**src/rtl/xfer_pkg.sv**
```systemverilog
package xfer_pkg;

   typedef enum logic [1:0] {
      CLS_IMM  = 2'b00,
      CLS_CALC = 2'b01,
      CLS_MOVE = 2'b10,
      CLS_TEST = 2'b11
   } insn_class_t;

   typedef enum logic [2:0] {
      OP_OR   = 3'd0,
      OP_NAND = 3'd1,
      OP_NOR  = 3'd2,
      OP_AND  = 3'd3,
      OP_ADD  = 3'd4,
      OP_SUB  = 3'd5,
      OP_RSV6 = 3'd6,
      OP_RSV7 = 3'd7
   } alu_op_t;

   typedef enum logic [1:0] {
      WD_NONE = 2'd0,
      WD_IMM  = 2'd1,
      WD_ALU  = 2'd2,
      WD_MOVE = 2'd3
   } wdata_sel_t;

endpackage

```
**src/rtl/xfer_alu.sv**
```systemverilog
module xfer_alu
   import xfer_pkg::*;
#(
   parameter int DATA_W        = 8,
   parameter bit SHARED_ADDER  = 1'b1
) (
   input  alu_op_t            op,
   input  logic [DATA_W-1:0]  a,
   input  logic [DATA_W-1:0]  b,
   output logic [DATA_W-1:0]  y
);

   logic [DATA_W-1:0] arith;

   generate
      if (SHARED_ADDER) begin : g_shared
         // one adder; subtraction adds the two's complement of b
         logic [DATA_W-1:0] b_eff;
         assign b_eff = (op == OP_SUB) ? (~b + DATA_W'(1)) : b;
         assign arith = a + b_eff;
      end else begin : g_split
         assign arith = (op == OP_SUB) ? (a - b) : (a + b);
      end
   endgenerate

   always_comb begin
      unique case (op)
         OP_OR:           y = a | b;
         OP_NAND:         y = ~(a & b);
         OP_NOR:          y = ~(a | b);
         OP_AND:          y = a & b;
         OP_ADD, OP_SUB:  y = arith;
         default:         y = '0;
      endcase
   end

endmodule

```
**src/rtl/xfer_decode.sv**
```systemverilog
module xfer_decode
   import xfer_pkg::*;
#(
   parameter int INSN_W   = 8,
   parameter int ADDR_W   = 3,
   parameter int NUM_REGS = 6,
   parameter int IMM_IDX  = 0,
   parameter int RES_IDX  = 3
) (
   input  logic                clk,
   input  logic                rst,
   input  logic [INSN_W-1:0]   insn,
   output insn_class_t         cls,
   output logic [ADDR_W-1:0]   src,
   output logic                src_io,
   output logic [NUM_REGS-1:0] reg_we,
   output logic                out_we,
   output wdata_sel_t          wsel
);

   localparam logic [ADDR_W-1:0] IO_ADDR = ADDR_W'(NUM_REGS);

   logic [ADDR_W-1:0] dst;
   logic              move_ok;

   assign cls     = insn_class_t'(insn[INSN_W-1 -: 2]);
   assign dst     = insn[ADDR_W-1:0];
   assign src     = insn[2*ADDR_W-1:ADDR_W];
   // address decoders only live during a move, and only for codes up to IO
   assign move_ok = (cls == CLS_MOVE) && (src <= IO_ADDR) && (dst <= IO_ADDR);
   assign src_io  = move_ok && (src == IO_ADDR);
   assign out_we  = move_ok && (dst == IO_ADDR);

   generate
      for (genvar i = 0; i < NUM_REGS; i++) begin : g_we
         assign reg_we[i] = (move_ok && (dst == ADDR_W'(i)))
                          || ((cls == CLS_IMM)  && (i == IMM_IDX))
                          || ((cls == CLS_CALC) && (i == RES_IDX));
      end
   endgenerate

   always_comb begin
      unique case (cls)
         CLS_IMM:  wsel = WD_IMM;
         CLS_CALC: wsel = WD_ALU;
         CLS_MOVE: wsel = move_ok ? WD_MOVE : WD_NONE;
         default:  wsel = WD_NONE;
      endcase
   end

   assert_one_write_R1: assert property (@(posedge clk) disable iff (rst)
      $onehot0(reg_we));

   assert_io_exclusive_R4: assert property (@(posedge clk) disable iff (rst)
      out_we |-> (reg_we == '0));

endmodule

```
**src/rtl/xfer_regfile.sv**
```systemverilog
module xfer_regfile #(
   parameter int DATA_W   = 8,
   parameter int NUM_REGS = 6
) (
   input  logic                             clk,
   input  logic                             rst,
   input  logic [NUM_REGS-1:0]              we,
   input  logic [DATA_W-1:0]                wdata,
   output logic [NUM_REGS-1:0][DATA_W-1:0]  q
);

   generate
      for (genvar i = 0; i < NUM_REGS; i++) begin : g_reg
         always_ff @(posedge clk) begin
            if (rst)        q[i] <= '0;
            else if (we[i]) q[i] <= wdata;
         end

         assert_hold_R2: assert property (@(posedge clk) disable iff (rst)
            !we[i] |=> $stable(q[i]));
      end
   endgenerate

endmodule

```
**src/rtl/xfer_cpu_core.sv**
```systemverilog
module xfer_cpu_core
   import xfer_pkg::*;
#(
   parameter int DATA_W        = 8,
   parameter int ADDR_W        = 3,
   parameter int NUM_REGS      = 6,
   parameter int IMM_IDX       = 0,
   parameter int OPA_IDX       = 1,
   parameter int OPB_IDX       = 2,
   parameter int RES_IDX       = 3,
   parameter bit SHARED_ADDER  = 1'b1,
   localparam int INSN_W       = 2 + 2*ADDR_W,
   localparam int IMM_W        = INSN_W - 2
) (
   input  logic              clk,
   input  logic              rst,
   input  logic [INSN_W-1:0] insn_in,
   input  logic [DATA_W-1:0] in_data,
   output logic [DATA_W-1:0] out_data,
   output logic              out_valid
);

   localparam logic [ADDR_W-1:0] IO_ADDR = ADDR_W'(NUM_REGS);
   localparam logic [ADDR_W-1:0] NIL_ADDR = '1;

   initial begin
      assert (ADDR_W >= 3) else $error("ADDR_W must hold a 3-bit ALU op code");
      assert (NUM_REGS < (1 << ADDR_W)) else $error("no address left for the I/O port");
      assert (DATA_W >= IMM_W) else $error("immediate wider than data path");
      assert (IMM_IDX < NUM_REGS && OPA_IDX < NUM_REGS &&
              OPB_IDX < NUM_REGS && RES_IDX < NUM_REGS)
         else $error("fixed register index out of range");
   end

   insn_class_t                     cls;
   logic [ADDR_W-1:0]               src;
   logic                            src_io;
   logic [NUM_REGS-1:0]             reg_we;
   logic                            out_we;
   wdata_sel_t                      wsel;
   logic [NUM_REGS-1:0][DATA_W-1:0] q;
   logic [DATA_W-1:0]               alu_y;
   logic [DATA_W-1:0]               move_val;
   logic [DATA_W-1:0]               wdata;

   xfer_decode #(
      .INSN_W(INSN_W), .ADDR_W(ADDR_W), .NUM_REGS(NUM_REGS),
      .IMM_IDX(IMM_IDX), .RES_IDX(RES_IDX)
   ) u_dec (
      .clk(clk), .rst(rst), .insn(insn_in), .cls(cls), .src(src),
      .src_io(src_io), .reg_we(reg_we), .out_we(out_we), .wsel(wsel)
   );

   xfer_regfile #(.DATA_W(DATA_W), .NUM_REGS(NUM_REGS)) u_rf (
      .clk(clk), .rst(rst), .we(reg_we), .wdata(wdata), .q(q)
   );

   // operands come straight from the register outputs, no read enable
   xfer_alu #(.DATA_W(DATA_W), .SHARED_ADDER(SHARED_ADDER)) u_alu (
      .op(alu_op_t'(insn_in[2:0])), .a(q[OPA_IDX]), .b(q[OPB_IDX]), .y(alu_y)
   );

   always_comb begin
      move_val = '0;
      for (int i = 0; i < NUM_REGS; i++)
         if (src == ADDR_W'(i)) move_val = q[i];
      if (src_io) move_val = in_data;
   end

   always_comb begin
      unique case (wsel)
         WD_IMM:  wdata = DATA_W'(insn_in[IMM_W-1:0]);
         WD_ALU:  wdata = alu_y;
         WD_MOVE: wdata = move_val;
         default: wdata = '0;
      endcase
   end

   always_ff @(posedge clk) begin
      if (rst) begin
         out_data  <= '0;
         out_valid <= 1'b0;
      end else begin
         out_valid <= out_we;
         if (out_we) out_data <= move_val;
      end
   end

   logic is_out_move;
   assign is_out_move = (insn_in[INSN_W-1 -: 2] == 2'b10)
                      && (insn_in[ADDR_W-1:0] == IO_ADDR)
                      && (insn_in[2*ADDR_W-1:ADDR_W] != NIL_ADDR);

   assert_out_strobe_R4: assert property (@(posedge clk) disable iff (rst)
      is_out_move |=> out_valid);

   assert_out_cause_R4: assert property (@(posedge clk) disable iff (rst)
      !is_out_move |=> (!out_valid && $stable(out_data)));

   assert_calc_add_R6: assert property (@(posedge clk) disable iff (rst)
      (insn_in[INSN_W-1 -: 2] == 2'b01 && insn_in[2:0] == 3'b100)
      |=> (q[RES_IDX] == $past(q[OPA_IDX] + q[OPB_IDX])));

   assert_imm_load_R7: assert property (@(posedge clk) disable iff (rst)
      (insn_in[INSN_W-1 -: 2] == 2'b00)
      |=> (q[IMM_IDX] == DATA_W'($past(insn_in[IMM_W-1:0]))));

   assert_test_quiet_R8: assert property (@(posedge clk) disable iff (rst)
      (insn_in[INSN_W-1 -: 2] == 2'b11) |=> ($stable(q) && !out_valid));

endmodule

```
**config.mk**
```make
export PLATFORM = sky130hd
export DESIGN_NAME = xfer_cpu_core
export DESIGN_NICKNAME = d
export VERILOG_FILES = /design/src/rtl/xfer_pkg.sv /design/src/rtl/xfer_alu.sv /design/src/rtl/xfer_decode.sv /design/src/rtl/xfer_regfile.sv /design/src/rtl/xfer_cpu_core.sv
export SDC_FILE = /design/constraint.sdc
export NUM_CORES = 1
export LEC_CHECK = 0
export BUFFER_PORTS_ARGS = -buffer_cell sky130_fd_sc_hd__clkbuf_2
export CORE_AREA = 2 2 84 86
export DETAILED_ROUTE_END_ITERATION = 10
export DIE_AREA = 0 0 86 88
export PLACE_DENSITY_LB_ADDON = 0.25
export SKIP_LAST_GASP = 1
export SYNTH_ARGS = -nofsm -noshare
export SYNTH_HDL_FRONTEND = slang
export SYNTH_SLANG_ARGS = --single-unit
```
**constraint.sdc**
```tcl
create_clock -name clk -period 3.8 [get_ports clk]
set_input_delay 0.76 -clock clk [delete_from_list [all_inputs] [get_ports clk]]
set_output_delay 0.76 -clock clk [all_outputs]
set_load 0.01 [all_outputs]
```
## Word-level counts from Yosys, hierarchy flattened

Cells that the tools add are included.

- $add $sub $neg: 2
- $lt $le $gt $ge: 2
- Eq/ne operators: 17
- Mux-type cells: 12
- Bitwise operators: 5
- Reductions and logical operators: 16

Operators with widths:

| kind | number |
|---|---|
| $mux W8 | 8 |
| $pmux W8 S5 | 1 |
| $not A8 Y8 | 3 |
| $pmux W8 S3 | 1 |
| $eq A3 B3 Y1 const B | 6 |
| $eq A3 B2 Y1 const B | 4 |
| $logic_and A1 B1 Y1 | 10 |
| $add A8 B1 Y8 const B | 1 |
| $add A8 B8 Y8 | 1 |
| $and A8 B8 Y8 | 1 |
| $or A8 B8 Y8 | 1 |
| $eq A2 B2 Y1 const B | 3 |
| $eq A3 B1 Y1 const B | 2 |
| $le A3 B3 Y1 const B | 2 |
| $logic_not A3 Y1 | 2 |
| $pmux W2 S3 | 1 |
| $eq A2 B1 Y1 const B | 2 |
| $logic_not A2 Y1 | 1 |
| $logic_or A1 B1 Y1 | 2 |
| $mux W2 | 1 |
| $reduce_or A2 Y1 | 1 |

- Bits in registers: 57
- Bits of input ports: 18
- Output and inout port bits: 9
- Logic and storage cells: 62

## Logic depth before layout (Yosys ltp)

Gate-level depths: netlist (run 1).

- Depth after elaboration: 9
- Depth in mapped cells: 11
- Gate-level depth less buffers: 11

## Modules after synthesis

From an unflattened synthesis (run 1), not the netlist that was laid out.

- Cells, all modules: 440
- Area, all modules: 3,839.9 um^2

Modules (own cells, without submodules):

| module | instances | cells an instance | area each (um^2) | seq. area each (um^2) |
|---|---|---|---|---|
| xfer_regfile | 1 | 155 | 1,800.5 | 960.9 |
| xfer_cpu_core | 1 | 150 | 1,101.1 | 180.2 |
| xfer_alu | 1 | 107 | 764.5 | 0.0 |
| xfer_decode | 1 | 28 | 173.9 | 0.0 |

## Worst setup path before layout (run 1)

Ideal clock, no wire load.

- Path kind: input-to-reg
- Start point: in insn_in[0]
- End point: reg u_rf.q[20] in the netlist's numbering
- Setup time: 147 ps
- Arrival time: 2,819 ps
- Data required time: 3,653 ps
- Path slack: 834 ps
- Cell stages on the path: 9
- Buffers on the path: 1
- Cell sequence: clkbuf_1 -> nand3b_1 -> mux2_2 -> inv_1 -> fa_1 -> nor2b_1 -> o31ai_1 -> a311oi_1 -> a211oi_1

- Longest elaborated chain between the ends: 6
- Elaborated cells between the ends (all ways): 21
- Classes of those cells: add/sub (1); order compare (1); eq/ne (8); mux (6); reduce/logical (5)

RTL lines:

| element | line | text |
|---|---|---|
| start: declaration | xfer_cpu_core.sv:17 | `input logic [INSN_W-1:0] insn_in,` |
| branches (longest 6 deep; another with $add A8 B8 Y8) | - |  |
| end signal: indexed assignment | xfer_regfile.sv:16 | `else if (we[i]) q[i] <= wdata;` |
| end: declaration | xfer_regfile.sv:9 | `output logic [NUM_REGS-1:0][DATA_W-1:0] q` |

Parallel ways; which one is timed is not known.
A chain may end at the register's enable or synchronous reset.

## Final worst setup path (run 1)

- Start point: in insn_in[2]
- End point: reg u_rf.q[34] in the netlist's numbering

The elaborated chain is that of the path after synthesis.

==> flow_summary.json, run 1 <==
{
  "outcome": "finished, final reports clean",
  "htree_levels": 3,
  "drt-total-wl_um": 9635,
  "stdcell_area_um2": 3812,
  "syn_inst": 417,
  "ys.flop_type": "dfxtp_1",
  "first_pass_iters": 5,
  "critPathRequiredTime_ns": 3.98,
  "netlist_area_um2": 3512,
  "vias": 3235,
  "grt_use_met2_pct": 42.85,
  "fillers": 599,
  "initial_core_util_pct": 52.86,
  "crit_chain": "clkbuf_2 > nand3b_1 > mux2_2 > inv_1 > fa_1 > xor2_1 > o21ai_0 > nand3b_1 > o21ai_0 > a21oi_1 > a211oi_1",
  "cap_violations": 0,
  "drtAntennaViolNets": 0,
  "viasPerCell": 6.233,
  "critical_path.top_delay_family": "compound AO/OA/AOI/OAI gates",
  "clkLatencyLatePin_ns": 0.34,
  "rows": 30,
  "cts_setup_buffers": 0,
  "regArea_um2": 1141,
  "drc_errors": 0,
  "cts_root_buffer": "clkbuf_8",
  "clk_path_buf_depth": 2,
  "yosysTopAreaCell": "dfxtp_1",
  "setup_viol": 0,
  "io_buffers": 26,
  "multiInputGateArea_um2": 2105,
  "synth.distinct_cells": 59,
  "cts_tree": "done",
  "cts_resized": 0,
  "synth_area_leaders": "dfxtp_1, a211oi_1, nor2_1, mux2i_1, ha_1",
  "cp-start-kind": "input pin",
  "finClkSkew_ns": 0.01053,
  "max_stage_delay_ns": 0.44,
  "detail_route.iter0.violations": 347,
  "cts_inserted_buffers": 9,
  "grt_pass1_wl_um": 15350,
  "syn_nets": 445,
  "path_max_fanout": 10,
  "synth_seq_area_share_pct": 32.49,
  "drt-wirelength-per-cell_um": 18.56,
  "synth_edf_count": 0,
  "cp-end-kind": "flop",
  "fin_crit_ns": 2.865,
  "drive_gt1_share_pct": 15.72,
  "grtUsageMet1_pct": 36.40,
  "syn-mean-instance-area_um2": 8.422,
  "core_area_um2": 6644,
  "peakVddDrop_mv": 0.1534,
  "gr-usage-met3_pct": 5.278,
  "hold_viol": 0,
  "crit_arrival_ns": 3.04,
  "synth_warnings": 0,
  "hold_buffers": 0,
  "layout.cells.non_filler": 519,
  "post-route-period-util_pct": 75.40,
  "p_per_area_nw_per_um2": 366.5,
  "leakagePower_uw": 0.001504,
  "grt_max_degree": 37,
  "crit_type": "input pin to flop",
  "synthTopCellsByCount": "nor2_1, dfxtp_1, a211oi_1",
  "slowest_stage": "a21oi_1",
  "max_slew_margin_pct": 47.82,
  "worst_pin_slew_ns": 0.7827,
  "dp_hpwl_um": 6718,
  "path_clk_slew_ns": 0.07,
  "report.final.slew_viol_count": 0,
  "synth_top_area_share_pct": 32.49,
  "n_antenna_cell": 0,
  "synth.most_common_cell": "nor2_1",
  "grt_pass1_vias": 2846,
  "place_inst": 503,
  "yosys_register_bits": 57,
  "post-route-util_pct": 57.38,
  "max_freq_mhz": 349.0,
  "hp-class": "flop to flop",
  "chipWidth_um": 86,
  "die_area_um2": 7568,
  "critPathBufInv": 2,
  "grt_use_total_pct": 26.55,
  "num_io_pins": 27,
  "place_congestion": 0.9191,
  "grt-ovfl-total": 0,
  "areaGrowthSynthToFinish_pct": 8.550,
  "die_y_um": 88,
  "grt_busiest_layer": "met2",
  "fin_nets": 462,
  "antenna_found_initial": 0,
  "rsz0062_at_grt": "false",
  "numClockSinks": 57,
  "place_area_um2": 3607,
  "final.setup.tns_ns": 0,
  "async_flop_share_pct": 0
}
cells in the final DEF, fill, tap and decap left out, types with 7 or more instances in the layout:
cell type	n
mux2i_1	22
and3_1	9
xor2_1	9
xnor2_1	7
clkbuf_8	10
nor2_1	73
clkbuf_2	26
a21oi_1	16
a211oi_1	39
nand2_1	22
ha_1	9
nor2b_1	8
o21ai_0	10
nor3_1	14
buf_4	11
dfxtp_1	57
inv_1	13
layout make-up:
| type | count | share of cell area (%) |
|---|---|---|
| inverters | 13 | 1.280 |
| multi-input cells | 316 | 55.20 |
| clock inverters | 6 | 1.772 |
| repair buffers | 37 | 5.579 |
| well taps | 80 | 2.626 |
| flip-flops and latches | 57 | 29.93 |
| clock buffers | 10 | 3.610 |
layer usage:
metal	share of wire, %	wire length (um)	up-vias
met5	0	0	-
met4	1.4	131	0
met3	6.4	618	11
met2	46	4390	141
met1	47	4494	1528
li1	-	-	1555
through the flow:
stage	total power [uW]	setup WS [ns]	hold WS (ns)
floorplan	775.3	0.8344	0.4596
global placement	818.5	0.6479	0.4721
detailed placement	821.0	0.6174	0.4849
CTS	1394	0.9616	0.5020
global route	1449	0.7002	0.5156
finish	1397	0.9349	0.4993
tightest hold or removal path: stages (launching register included):
cell and delay, ns:
dfxtp_1 0.33, mux2i_1 0.06, nor2_1 0.07
logic make-up (layout without fill, tap and decap cells):
family / Yosys count / in the layout / synth area share (%)
AO/OA/AOI/OAI: 119 / 119 / 25.79
XOR/XNOR: 16 / 16 / 3.990
adder cells (fa/ha/maj): 10 / 10 / 3.776
buffers and inverters: 44 / 66 / 7.588
flip-flops: 57 / 57 / 32.49
multiplexers: 23 / 23 / 6.591
AND/OR/NAND/NOR: 148 / 148 / 19.77
state kept, by name (all words and copies together) (netlist names):
signal	flops
u_rf.q	48
out_valid	1
out_data	8
worst paths after layout:
| path | endpoint | cells after the start | from | slack [ns] |
|---|---|---|---|---|
| hold / removal | out_data[0]$_SDFFE_PP0P_ | 2 | out_data[0]$_SDFFE_PP0P_ | 0.50 |
| hold reg to reg | out_data[0]$_SDFFE_PP0P_ | 2 | out_data[0]$_SDFFE_PP0P_ | 0.50 |
| setup reg to reg | u_rf.q[3]$_SDFFE_PP0P_ | 9 | u_rf.q[16]$_SDFFE_PP0P_ | 1.05 |
| setup / recovery | u_rf.q[34]$_SDFFE_PP0P_ | 11 | insn_in[2] | 0.93 |
report_power, final:
part / leakage (uW) / internal, uW / switching, uW / total (uW)
Clock: 0.0000985 / 321 / 264 / 585
Sequential: 0.000463 / 616 / 14.3 / 630
Combinational: 0.000943 / 67.7 / 114 / 182
Power figures use the tool's default switching activity.
==> inputs of run 2 (changes only) <==
Clock period 3.8 ns to 2.9 ns, I/O delays scaled along.
==> flow_summary.json, run 2 (synthesized netlist as in run 1, its figures left out) <==
{
  "cp-start-kind": "flop",
  "grt_max_degree": 30,
  "holdPathEnd": "out_data[0]$_SDFFE_PP0P_",
  "worst_pin_slew_ns": 0.6428,
  "die_area_um2": 7568,
  "grt_pass1_vias": 3076,
  "path_clk_slew_ns": 0.08,
  "areaGrowthSynthToFinish_pct": 11.97,
  "drt-wirelength-per-cell_um": 18.19,
  "p_per_area_nw_per_um2": 469.4,
  "final.setup.tns_ns": 0,
  "stdcell_area_um2": 3933,
  "drc_errors": 0,
  "drt-total-wl_um": 9731,
  "max_slew_margin_pct": 57.15,
  "reg2reg_from": "u_rf.q[16]$_SDFFE_PP0P_",
  "regMostFlops": "u_rf.q",
  "initial_core_util_pct": 52.86,
  "chipWidth_um": 86,
  "cts_setup_buffers": 0,
  "r2r-end": "u_rf.q[31]$_SDFFE_PP0P_",
  "fin_crit_ns": 2.502,
  "grt_pass1_wl_um": 15520,
  "htree_levels": 3,
  "core_area_um2": 6644,
  "mostFrequentLayoutCell": "nor2_1",
  "vias": 3316,
  "detail_route.iter0.violations": 310,
  "whs_ns": 0.5004,
  "fin_nets": 478,
  "post-route-period-util_pct": 86.29,
  "die_y_um": 88,
  "max_freq_mhz": 399.6,
  "io_buffers": 26,
  "viasPerCell": 6.198,
  "r2r_slack_ns": 0.40,
  "clkLatencyLatePin_ns": 0.34,
  "hold_viol": 0,
  "hold_buffers": 0,
  "critPathRequiredTime_ns": 3.13,
  "num_io_pins": 27,
  "finClkSkew_ns": 0.01254,
  "path_max_fanout": 3,
  "cp-end-kind": "flop",
  "clk_path_buf_depth": 2,
  "slowest_stage": "dfxtp_1",
  "report.final.slew_viol_count": 0,
  "peakVddDrop_mv": 0.2657,
  "hold_depth": 2,
  "crit_type": "flop to flop",
  "grt_use_total_pct": 26.90,
  "crit_chain": "inv_1 > ha_1 > mux2_2 > ha_1 > a211o_1 > a21oi_1 > a22oi_1 > xnor2_1 > a211oi_1 > nor3_1",
  "leakagePower_uw": 0.001585,
  "outcome": "finished, final reports clean",
  "rsz0062_at_grt": "false",
  "first_pass_iters": 5,
  "cap_violations": 0,
  "place_area_um2": 3727,
  "setup_viol": 0,
  "drtAntennaViolNets": 0,
  "largest_reg_flops": 48,
  "hold_start": "out_data[0]$_SDFFE_PP0P_",
  "cp_common_cell": "ha_1",
  "crit_arrival_ns": 2.73,
  "r2r_cells": 10,
  "max_stage_delay_ns": 0.33,
  "cts_resized": 0,
  "antenna_found_initial": 0,
  "layout_common_cells": "nor2_1, dfxtp_1, a211oi_1",
  "numClockSinks": 57,
  "cts_inserted_buffers": 9,
  "rows": 30,
  "n_antenna_cell": 0,
  "reg.largest.list": "u_rf.q (48), out_data (8), out_valid (1)",
  "grt-ovfl-total": 0,
  "hp-class": "flop to flop",
  "dp_hpwl_um": 7210,
  "drive_gt1_share_pct": 18.68,
  "place_congestion": 0.8999,
  "cts_root_buffer": "clkbuf_8",
  "cts_tree": "done"
}
-- run 2: worst max path at each step --
stage                            start                       to  slack [ns]  cells past startpoint
2_1_floorplan               insn_in[0]  u_rf.q[20]$_SDFFE_PP0P_        0.11                      9
3_3_place_gp                insn_in[1]  u_rf.q[18]$_SDFFE_PP0P_        0.19                     11
3_5_place_dp                insn_in[1]  u_rf.q[18]$_SDFFE_PP0P_        0.12                     11
4_1_cts        u_rf.q[16]$_SDFFE_PP0P_  u_rf.q[31]$_SDFFE_PP0P_        0.40                     10
5_1_grt        u_rf.q[16]$_SDFFE_PP0P_  u_rf.q[10]$_SDFFE_PP0P_        0.25                     11
6_report       u_rf.q[16]$_SDFFE_PP0P_  u_rf.q[31]$_SDFFE_PP0P_        0.40                     10
-- run 2: layout make-up --
type | count | area, um^2
clock buffer | 10 | 137.6
timing repair buffer | 53 | 332.8
inverter | 13 | 48.80
clock inverter | 6 | 67.56
multi-input combinational | 316 | 2105
sequential | 57 | 1141
fill | 606 | 2711
tap | 80 | 100.1
-- run 2: critical path, delay by kind of cell, from the launching register on --
family | cells | cell delay, ns
mux | 1 | 0.27
buf+inv | 1 | 0.09
xor+xnor | 1 | 0.14
compound gates | 4 | 0.90
simple gates | 1 | 0.07
fa+ha+maj | 2 | 0.59
flops | 1 | 0.33
-- run 2: through the flow --
stage | power (uW) | utilization [%] | setup WS, ns | std cells
2_1_floorplan | 1016 | - | 0.1144 | 417
3_3_place_gp | 1086 | 56.10 | 0.1923 | 519
3_5_place_dp | 1091 | 56.10 | 0.1213 | 519
4_1_cts | 1852 | 59.19 | 0.4025 | 535
5_1_grt | 1919 | 59.19 | 0.2467 | 535
6_report | 1846 | 59.19 | 0.3976 | 535
-- run 2: where the power goes --
group / leakage, uW / switching [uW] / internal [uW]
sequential: 0.000463 / 17.7 / 807
clock: 0.0000985 / 347 / 421
combinational: 0.00102 / 155 / 98.4
-- run 2: metal layers --
layer	share of wire, %	routed length [um]	track usage (%)
met1	43	4200	32.82
met2	47	4603	45.81
met3	6.5	629	5.749
met4	3.1	298	11.69
met5	0	0	0
==> inputs of run 3 (changes only) <==
Settings changed: CTS_CLUSTER_DIAMETER set to 80, SETUP_SLACK_MARGIN set to 0.4.
==> flow_summary.json, run 3 (synthesized netlist as in run 1, its figures left out) <==
{
  "outcome": "finished, final reports clean",
  "largest_reg_flops": 48,
  "place_congestion": 0.8971,
  "hold_depth": 3,
  "grt_use_total_pct": 26.59,
  "grt_max_degree": 40,
  "num_io_pins": 27,
  "htree_levels": 3,
  "fin_nets": 482,
  "mostFrequentLayoutCell": "nor2_1",
  "p_per_area_nw_per_um2": 457.6,
  "slowest_stage": "fa_2",
  "holdPathEnd": "out_data[7]$_SDFFE_PP0P_",
  "path_max_fanout": 3,
  "hold_buffers": 0,
  "core_area_um2": 6644,
  "drt-wirelength-per-cell_um": 17.79,
  "report.final.slew_viol_count": 0,
  "chipWidth_um": 86,
  "detail_route.iter0.violations": 351,
  "regMostFlops": "u_rf.q",
  "cap_violations": 0,
  "finClkSkew_ns": 0.009135,
  "layout_common_cells": "nor2_1, dfxtp_1, a211oi_1",
  "max_stage_delay_ns": 0.42,
  "n_antenna_cell": 0,
  "post-route-period-util_pct": 81.91,
  "crit_arrival_ns": 2.63,
  "antenna_found_initial": 0,
  "hold_start": "in_data[7]",
  "viasPerCell": 6.022,
  "pre_cts_ws_ns": 0.1189,
  "r2r_slack_ns": 0.52,
  "path_clk_slew_ns": 0.07,
  "crit_chain": "inv_1 > ha_1 > mux2_4 > inv_1 > fa_2 > nor2_1 > a31oi_1 > a21oi_1 > a21oi_1 > a211oi_1",
  "worst_pin_slew_ns": 0.8703,
  "final.setup.tns_ns": 0,
  "initial_core_util_pct": 52.86,
  "leakagePower_uw": 0.001601,
  "critical_path.top_delay_family": "adder cells",
  "critPathRequiredTime_ns": 3.16,
  "layout.cells.non_filler": 539,
  "cp-end-kind": "flop",
  "rsz0062_at_grt": "false",
  "cts_inserted_buffers": 9,
  "peakVddDrop_mv": 0.2472,
  "max_slew_margin_pct": 41.98,
  "critPathBufInv": 2,
  "hold_viol": 0,
  "cp_num_cells": 10,
  "grt-ovfl-total": 0,
  "die_y_um": 88,
  "numClockSinks": 57,
  "drtAntennaViolNets": 0,
  "cts_root_buffer": "clkbuf_8",
  "r2r_cells": 10,
  "reg.largest.list": "u_rf.q (48), out_data (8), out_valid (1)",
  "grt_pass1_wl_um": 15480,
  "clkLatencyLatePin_ns": 0.35,
  "max_freq_mhz": 421.0,
  "place_inst": 522,
  "die_area_um2": 7568,
  "first_pass_iters": 6,
  "setup_viol": 0,
  "drc_errors": 0,
  "fin_crit_ns": 2.376,
  "vias": 3246,
  "reg2reg_from": "u_rf.q[16]$_SDFFE_PP0P_",
  "drive_gt1_share_pct": 21.79,
  "crit_type": "flop to flop",
  "io_buffers": 26,
  "grt_pass1_vias": 3027,
  "hp-class": "input pin to flop",
  "rows": 30,
  "setup_ws_ns": 0.5245,
  "r2r-end": "u_rf.q[25]$_SDFFE_PP0P_",
  "clk_path_buf_depth": 2,
  "areaGrowthSynthToFinish_pct": 14.86,
  "dp_hpwl_um": 7027,
  "cts_tree": "done",
  "cp-start-kind": "flop",
  "drt-total-wl_um": 9591
}
==> run 3: cell count changes in the layout (fill, tap and decap cells not counted), moves of 2 or more <==
cell      previous run  this run
a21oi_2              0         2
a21oi_1             16        14
a311oi_2             0         2
buf_4               27        31
a311oi_1             6         4
==> run 3: layout make-up <==
type	count	area (um^2)
Clock buffer	10	137.6
Clock inverter	6	67.56
Fill cell	583	2610
Inverter	13	48.80
Multi-Input combinational cell	316	2175
Sequential cell	57	1142
Tap cell	80	100.1
Timing Repair Buffer	57	362.8
==> run 3: how the worst max path moves through the flow <==
stage / end / startpoint / slack, ns
finish: u_rf.q[25]$_SDFFE_PP0P_ / u_rf.q[16]$_SDFFE_PP0P_ / 0.52
global route: u_rf.q[31]$_SDFFE_PP0P_ / insn_in[1] / 0.41
CTS: u_rf.q[27]$_SDFFE_PP0P_ / u_rf.q[16]$_SDFFE_PP0P_ / 0.50
detailed placement: u_rf.q[34]$_SDFFE_PP0P_ / insn_in[1] / 0.12
global placement: u_rf.q[26]$_SDFFE_PP0P_ / insn_in[1] / 0.17
floorplan: u_rf.q[31]$_SDFFE_PP0P_ / insn_in[0] / 0.40
==> run 3: where the power goes <==
group	internal, uW	switching [uW]	leakage [uW]
Sequential	807	17.8	0.000463
Clock	420	339	0.0000985
Combinational	105	156	0.00104
Total	1330	513	0.00160
==> run 3: tightest hold or removal path, delay by kind of cell <==
kind	cells	cell delay (ns)
and+or+nand+nor	1	0.05
buffers and inverters	1	0.09
AOI/OAI and AO/OA	1	0.07
==> run 3: metal layers <==
layer | routed length [um] | GRT usage [%] | part of all wire (%) | vias to the layer above
li1 | - | - | - | 1592
met1 | 4349 | 34.39 | 45 | 1526
met2 | 4517 | 42.99 | 47 | 104
met3 | 440 | 4.618 | 4.6 | 24
met4 | 283 | 12.99 | 3.0 | 0
met5 | 0 | 0 | 0 | -
==> run 3: repair_timing <==
item | CTS | global route
buffers inserted | 0 | 1
setup endpoints to repair | 6 | 6
gates resized for setup | 1 | 4
==> run 3: metrics by stage <==
stage | cell area (um^2) | util (%) | hold slack, ns | total power [uW]
4_1_cts | 4009 | 60.34 | 0.4844 | 1854
6_report | 4034 | 60.72 | 0.4904 | 1846
2_1_floorplan | 3572 | - | 0.4596 | 1020
3_5_place_dp | 3800 | 57.19 | 0.4818 | 1094
3_3_place_gp | 3800 | 57.19 | 0.4725 | 1091
5_1_grt | 4034 | 60.72 | 0.5087 | 1924
